File: config.mk
export PLATFORM = sky130hd
export DESIGN_NAME = cam_cascade
export DESIGN_NICKNAME = d
export VERILOG_FILES = /design/src/rtl/cam_pkg.sv /design/src/rtl/cam_bank.sv /design/src/rtl/cam_hit_count.sv /design/src/rtl/cam_cascade.sv
export SDC_FILE = /design/constraint.sdc
export NUM_CORES = 1
export LEC_CHECK = 0
export BUFFER_PORTS_ARGS = -buffer_cell sky130_fd_sc_hd__buf_2
export CORE_UTILIZATION = 50
export DETAILED_ROUTE_END_ITERATION = 8
export PLACE_DENSITY = 0.73
export SLEW_MARGIN = 40
export SYNTH_ARGS = -nofsm -noshare
export SYNTH_HDL_FRONTEND = slang
export SYNTH_SLANG_ARGS = --single-unit
File: constraint.sdc
create_clock -name clk_i -period 4 [get_ports clk_i]
set_input_delay 0.4 -clock clk_i [delete_from_list [all_inputs] [get_ports clk_i]]
set_output_delay 0.4 -clock clk_i [all_outputs]
set_load 0.01 [all_outputs]
File: src/rtl/cam_pkg.sv
package cam_pkg;
  typedef enum logic [1:0] {
    HITS_NONE = 2'd0,
    HITS_ONE  = 2'd1,
    HITS_MANY = 2'd2
  } hits_e;

  function automatic hits_e hits_bump(hits_e cur);
    case (cur)
      HITS_NONE: hits_bump = HITS_ONE;
      default:   hits_bump = HITS_MANY;
    endcase
  endfunction
endpackage

File: src/rtl/cam_bank.sv
module cam_bank #(
  parameter int DEPTH = 8,
  parameter int AW    = 3,
  parameter int KEY_W = 8
) (
  input  logic             clk_i,
  input  logic             rst_ni,
  input  logic             we_i,
  input  logic [AW-1:0]    addr_i,
  input  logic [KEY_W-1:0] data_i,
  input  logic             valid_i,
  input  logic [KEY_W-1:0] key_i,
  output logic [DEPTH-1:0] hit_o,
  output logic [DEPTH-1:0] valid_o
);
  for (genvar g = 0; g < DEPTH; g++) begin : g_ent
    logic [KEY_W-1:0] key_q;
    logic             vld_q;
    logic             sel;

    assign sel = we_i && (addr_i == AW'(g));

    always_ff @(posedge clk_i or negedge rst_ni) begin
      if (!rst_ni) begin
        key_q <= '0;
        vld_q <= 1'b0;
      end else if (sel) begin
        key_q <= data_i;
        vld_q <= valid_i;
      end
    end

    assign hit_o[g]   = vld_q && (key_q == key_i);
    assign valid_o[g] = vld_q;
  end
endmodule

File: src/rtl/cam_hit_count.sv
module cam_hit_count
  import cam_pkg::*;
#(
  parameter int N = 8
) (
  input  logic [N-1:0] hits_i,
  output hits_e        level_o
);
  always_comb begin
    level_o = HITS_NONE;
    for (int i = 0; i < N; i++) begin
      if (hits_i[i]) level_o = hits_bump(level_o);
    end
  end
endmodule

File: src/rtl/cam_cascade.sv
module cam_cascade
  import cam_pkg::*;
#(
  parameter int ENTRIES     = 8,
  parameter int AUX_ENTRIES = 4,
  parameter int KEY_W       = 8,
  localparam int AW         = $clog2(ENTRIES),
  localparam int XAW        = $clog2(AUX_ENTRIES)
) (
  input  logic             clk_i,
  input  logic             rst_ni,
  input  logic             wr_en_i,
  input  logic             wr_aux_i,
  input  logic [AW-1:0]    wr_addr_i,
  input  logic [KEY_W-1:0] wr_data_i,
  input  logic             wr_valid_i,
  input  logic             cmp_en_i,
  input  logic [KEY_W-1:0] cmp_key_i,
  input  logic             full_ni,
  output logic             full_n_o,
  input  logic             mm_up_ni,
  output logic             mm_pull_o,
  output logic             match_n_o,
  output logic             hit_aux_o
);
  logic [ENTRIES-1:0]     main_hit, main_valid, valid_next;
  logic [AUX_ENTRIES-1:0] aux_hit, aux_valid_unused;
  logic                   main_we, aux_we;
  hits_e                  level_d, level_q;
  logic                   full_d;

  assign main_we = wr_en_i && !wr_aux_i;
  assign aux_we  = wr_en_i && wr_aux_i;

  cam_bank #(.DEPTH(ENTRIES), .AW(AW), .KEY_W(KEY_W)) i_main (
    .clk_i, .rst_ni,
    .we_i(main_we), .addr_i(wr_addr_i), .data_i(wr_data_i), .valid_i(wr_valid_i),
    .key_i(cmp_key_i), .hit_o(main_hit), .valid_o(main_valid)
  );

  cam_bank #(.DEPTH(AUX_ENTRIES), .AW(XAW), .KEY_W(KEY_W)) i_aux (
    .clk_i, .rst_ni,
    .we_i(aux_we), .addr_i(wr_addr_i[XAW-1:0]), .data_i(wr_data_i), .valid_i(wr_valid_i),
    .key_i(cmp_key_i), .hit_o(aux_hit), .valid_o(aux_valid_unused)
  );

  cam_hit_count #(.N(ENTRIES)) i_count (
    .hits_i(main_hit), .level_o(level_d)
  );

  // occupancy as it stands after the pending write
  always_comb begin
    valid_next = main_valid;
    if (main_we) valid_next[wr_addr_i] = wr_valid_i;
    full_d = !((&valid_next) && !full_ni);
  end

  always_ff @(posedge clk_i or negedge rst_ni) begin
    if (!rst_ni) begin
      full_n_o  <= 1'b1;
      match_n_o <= 1'b1;
      hit_aux_o <= 1'b0;
      level_q   <= HITS_NONE;
    end else begin
      if (wr_en_i) full_n_o <= full_d;
      if (cmp_en_i) begin
        match_n_o <= !((|main_hit) || (|aux_hit));
        hit_aux_o <= (|aux_hit) && !(|main_hit);
        level_q   <= level_d;
      end
    end
  end

  // upstream match lowers the threshold to one
  assign mm_pull_o = mm_up_ni ? (level_q == HITS_MANY) : (level_q != HITS_NONE);
endmodule

# Yosys cells after proc, flatten, opt, wreduce, memory -nomap -nowiden
# Index checks and enable logic that the tools add are counted.
# op_classes
order_cmp	2
eq_ne	23
n_mux	20
reduce_logical	48
# ops
cell	n
$eq A8 B8 Y1	12
$logic_and A1 B1 Y1	29
$mux W2	14
$logic_not A2 Y1	8
$eq A3 B3 Y1 const B	4
$bwmux W8	1
$mux W8	1
$reduce_and A8 Y1	1
$reduce_or A8 Y1	1
$eq A2 B2 Y1 const B	3
$eq A3 B2 Y1 const B	2
$logic_not A1 Y1	5
$lt A3 B4 Y1 const B	1
$reduce_or A4 Y1	1
$demux W1 S3	1
$eq A3 B1 Y1 const B	1
$ge A3 B1 Y1 const B	1
$logic_not A3 Y1	1
$mux W1	3
$eq A2 B1 Y1 const B	1
$reduce_bool A2 Y1	1
$logic_or A1 B1 Y1	1
# word_totals
register_bits	113
in_bits	27
word_cells	121

# Depth between registers and ports, before layout
# logic_depth
depth_word	24
ltp_mapped	14

# By module
# From an unflattened synthesis, not the netlist that was laid out.
# unflattened
hier_cells	472
area_unflattened_um2	5944.5
# modules_own_cells
mod	n_inst	cells_per_inst	area_per_inst_um2
cam_bank (i_main)	1	272	3618.5
cam_bank (i_aux)	1	137	1779.2
cam_cascade	1	42	365.4
cam_hit_count	1	21	181.4

# Worst setup path before layout
# OpenSTA, ideal clock, no wires.
# synth_path
kind	input-to-reg
start	input cmp_key_i[1]
end	register level_q[0]
setup_ps	118
t_arrival_ps	3073
required_ps	3882
setup_slack_ps	809
stages	13
cell_sequence	buf_2 xnor2_1 nand4_1 nor4_1 nand3_1 ha_1 or2_2 or4_1 nor2b_1 o21ai_0 a211oi_1 o32ai_1 a21o_1
# synth_via
elab_chain_cells	24
# synth_rtl
element	line_no	source
from (decl)	cam_cascade.sv:18	input logic [KEY_W-1:0] cmp_key_i,
$eq A8 B8 Y1	cam_bank.sv:33	assign hit_o[g] = vld_q && (key_q == key_i);
$logic_and A1 B1 Y1	cam_bank.sv:33	
$mux W1	cam_hit_count.sv:12	if (hits_i[i]) level_o = hits_bump(level_o);
$logic_not A2 Y1	cam_pkg.sv:9	case (cur)
$mux W2	cam_pkg.sv:9	
$mux W2	cam_hit_count.sv:12	
$logic_not A2 Y1	cam_pkg.sv:9	
$mux W2	cam_pkg.sv:9	
[8 not listed]	-	
$mux W2	cam_pkg.sv:9	
$mux W2	cam_hit_count.sv:12	
$logic_not A2 Y1	cam_pkg.sv:9	
$mux W2	cam_pkg.sv:9	
$mux W2	cam_hit_count.sv:12	
$logic_not A2 Y1	cam_pkg.sv:9	
$mux W2	cam_pkg.sv:9	
$mux W2 *	cam_hit_count.sv:12	
to (signal assigned)	cam_cascade.sv:69	level_q <= level_d;
to (decl)	cam_cascade.sv:29	hits_e level_d, level_q;
# Every way passes the cells marked *; elsewhere a longest branch is shown, timed or not.
# A chain may end at the register's enable or synchronous reset.

# Worst setup path in the final report
# layout_path
start	register i_main.g_ent[1].key_q[2]
end	register level_q[1]
# layout_via
elab_chain_cells	21
# layout_rtl
element	line_no	source
from (decl)	cam_bank.sv:17	logic [KEY_W-1:0] key_q;
from (signal assigned)	cam_bank.sv:28	key_q <= data_i;
$eq A8 B8 Y1 *	cam_bank.sv:33	
$logic_and A1 B1 Y1 *	cam_bank.sv:33	
$mux W2 *	cam_hit_count.sv:12	
$logic_not A2 Y1	cam_pkg.sv:9	
$mux W2	cam_pkg.sv:9	
$mux W2 *	cam_hit_count.sv:12	
$logic_not A2 Y1	cam_pkg.sv:9	
$mux W2	cam_pkg.sv:9	
[5 not listed]	-	
$mux W2	cam_pkg.sv:9	
$mux W2 *	cam_hit_count.sv:12	
$logic_not A2 Y1	cam_pkg.sv:9	
$mux W2	cam_pkg.sv:9	
$mux W2 *	cam_hit_count.sv:12	
$logic_not A2 Y1	cam_pkg.sv:9	
$mux W2	cam_pkg.sv:9	
$mux W2 *	cam_hit_count.sv:12	
# Marked as above.

==> key figures <==
GRT
  – Vias in the first global route: 3,870
  – Initial antenna violation count: 0
  – Gr ovfl total: 0
  – Most used routing layer in global routing: met2
  – GRT Util Overall: 0.249
  – Met1 Use GR: 0.305
  – Met2 global-route usage: 0.403
  – GR Util met3: 0.0605
  – Largest net degree at the start of global routing: 55
  – First-pass GRT wire length: approximately 21,000 µm

STA
  – Final hold viol count: 0
  – Worst hold margin: roughly 0.044 ns
  – Fmax: 306 MHz
  – Crit share post-route: 0.816
  – Slew @ Worst Pin: 0.746 ns
  – Final setup viols: 0
  – Max Transition Viols Final: 0
  – Tmin final: 3.26 ns
  – Setup TNS: 0 ns
  – Rel. slew slack: 0.501
  – RSZ-0062 raised after global routing: false
  – Max Clock Skew: 0.00578 ns

Critical path
  – Crit path from: i_main.g_ent[1].key_q[2]
  – Reg2Reg Depth: 12
  – Type of origin of the critical path: flop
  – WP data required: between 4 and 5 ns
  – FF-to-FF End: level_q[1]
  – CP Capture Type: flop
  – Crit-path max FO: 5
  – Crit path arrival time: 3.57 ns
  – Worst R2R Start: i_main.g_ent[1].key_q[2]
  – R2R Setup Slk: 0.74 ns
  – Critical path class: reg -> reg

Min path
  – Hold WC Path Type: in -> async

CTS
  – CTS H-tree depth: 4
  – CTS tree: built
  – CTS buffer count: 17
  – Clk buf depth: 2
  – Number of hold buffers added after cts: 0
  – Post-CTS Setup Inserts: 0
  – Root Driver: clkbuf_16
  – Worst-path clk slew: roughly 0.050 ns
  – Clk_lat worst skew: around 0.41 ns
  – # clock sinks: roughly 110
  – # resized after CTS: 0

Place
  – GPL Wtd Cong: 0.843
  – Port bufs: 30
  – Final HPWL DP: 8580 µm

Detailed routing
  – Post-DRT Antenna Nets: 0
  – DR pass1 iterations: 4
  – Drt wl/cell: 20.2 µm
  – Wirelength, routed: around 13,000 µm
  – Residual DRC: 0
  – Vias post-DR: 3,647
  – Routed vias/inst: 5.62
  – Drt initial violations: 178

Synth
  – Dominant synthesized flop cell: dfrtp_1
  – EDFF count, synth: 0
  – Ranking of synthesized cells by area: dfrtp_1 (48%), mux2_2 (21%), xor2_1 (7.1%)
  – Synth Warn #: 0
  – Synth Instances: 458
  – Post-Syn Area: around 0.0058 mm²
  – Post-Syn Nets: 488
  – Most frequent cell after synthesis: dfrtp_1
  – Most frequent cells after synthesis: dfrtp_1 (111), mux2_2 (108), xor2_1 (47), xnor2_1 (46), clkbuf_1 (14)
  – Mean post-synth cell area: 12.6 µm²
  – Synth Register Bits: 113
  – Synth top area share: 0.482
  – Post-synth ARST share: 1.00
  – Sequential fraction of the synthesis area: 0.492
  – Synth area leader: dfrtp_1
  – Netlist cell types: 42

Floorplanning
  – Row cnt: 38
  – Die Ht: 109 µm
  – Core Area: 0.0110 mm²
  – Starting Density: 0.522
  – Top Ports: 31
  – Die Wd: between 100 and 150 µm
  – Die Area: 0.0119 mm²

Layout
  – Antenna diodes: 0
  – Share of layout cells above drive strength 1: 0.358
  – Area growth, synth to finish: 14.5%
  – Util after Layout: 0.598
  – # nets final: approximately 530

Outcome
  – Status: completed

Power
  – PwrDens: 540 mW/mm²
  – Total Power: 3.56 mW
  – Worst IR drop on VDD: 285 µV
  – LEAKAGE: 2.83 nW

Run
  – Max_cap viols: 0
[metal layers]
| layer | up-vias | wire (µm) |
|---|---|---|
| li1 | 1689 | - |
| met1 | 1832 | 5500 |
| met2 | 85 | 6460 |
| met3 | 41 | 499 |
| met4 | 0 | 623 |
| met5 | - | 0 |
[worst max-delay path by stage]
stage / end / slack, ns / cells after the start
after floorplan: level_q[0] / 0.81 / 13
after global placement: level_q[0] / 0.65 / 13
after detailed placement: level_q[1] / 0.57 / 13
after CTS: level_q[1] / 0.75 / 12
after global routing: level_q[1] / 0.49 / 12
final: level_q[1] / 0.74 / 12
[metrics by stage]
stage / std cells / setup WS, ns / cell area (µm²)
3_5_place_dp: 617 / 0.569 / 6060
3_3_place_gp: 617 / 0.645 / 6060
5_1_grt: 649 / 0.486 / 6590
2_1_floorplan: 458 / 0.809 / 5760
4_1_cts: 649 / 0.752 / 6590
6_report: 649 / 0.737 / 6590
[sequential cells by signal, indices dropped and copies added (netlist names)]
register,flops
i_main.g_ent.key_q,64
i_aux.g_ent.key_q,32
i_main.g_ent.vld_q,8
i_aux.g_ent.vld_q,4
level_q,2
full_n_o,1
hit_aux_o,1
match_n_o,1
[area by class of cell]
type | count | area (µm²)
timing repair buffer | 43 | 250
sequential | 113 | 2830
clock buffer | 32 | 532
tap | 140 | 175
fill | 891 | 4440
multi-input combinational | 314 | 2780
inverter | 7 | 26.3
[critical path, stage by stage (launching register included)]
cell	delay [ns]
dfrtp_1	0.39
xnor2_1	0.18
nand4_1	0.13
nor4_1	0.20
nand3_1	0.17
ha_1	0.39
or2_2	0.33
or4_1	0.42
nor2b_1	0.14
o21ai_0	0.08
a211oi_1	0.39
nor4b_1	0.12
a211oi_1	0.23
[cell usage in the layout (no fill, tap or decap), types with 2 or more instances in the layout]
master	count
nor3_1	10
clkbuf_8	5
nand2_1	11
xnor2_1	46
nand4_1	13
a211oi_1	4
inv_1	7
xor2_1	47
buf_2	29
nand3_1	9
xnor2_2	2
nand3b_1	4
nand2b_1	3
nor4_1	10
mux2_2	108
o31ai_1	3
nor2_1	9
nor4b_1	2
a21oi_1	2
clkbuf_16	17
a21o_1	2
o21ai_0	3
buf_4	14
ha_1	3
nor3b_1	3
nor2b_1	2
dfstp_2	2
dfrtp_1	111
or4_1	3
clkbuf_1	10
or3_1	2
[cell families (layout without fill, tap and decap cells)]
logic type               Yosys count  count (layout)  synth area share
adder cells (fa/ha/maj)            3               3           0.00652
flip-flops                       113             113             0.492
AO/OA/AOI/OAI                     20              20            0.0246
buffers and inverters             31              82            0.0256
AND/OR/NAND/NOR                   87              87            0.0887
multiplexers                     108             108             0.211
XOR/XNOR                          96              96             0.152
[report_power, final]
group / internal, mW / switching [mW]
registers: 1.40 / 0.167
logic: 0.369 / 0.281
clock network: 0.873 / 0.468
Power figures use the tool's default switching activity.
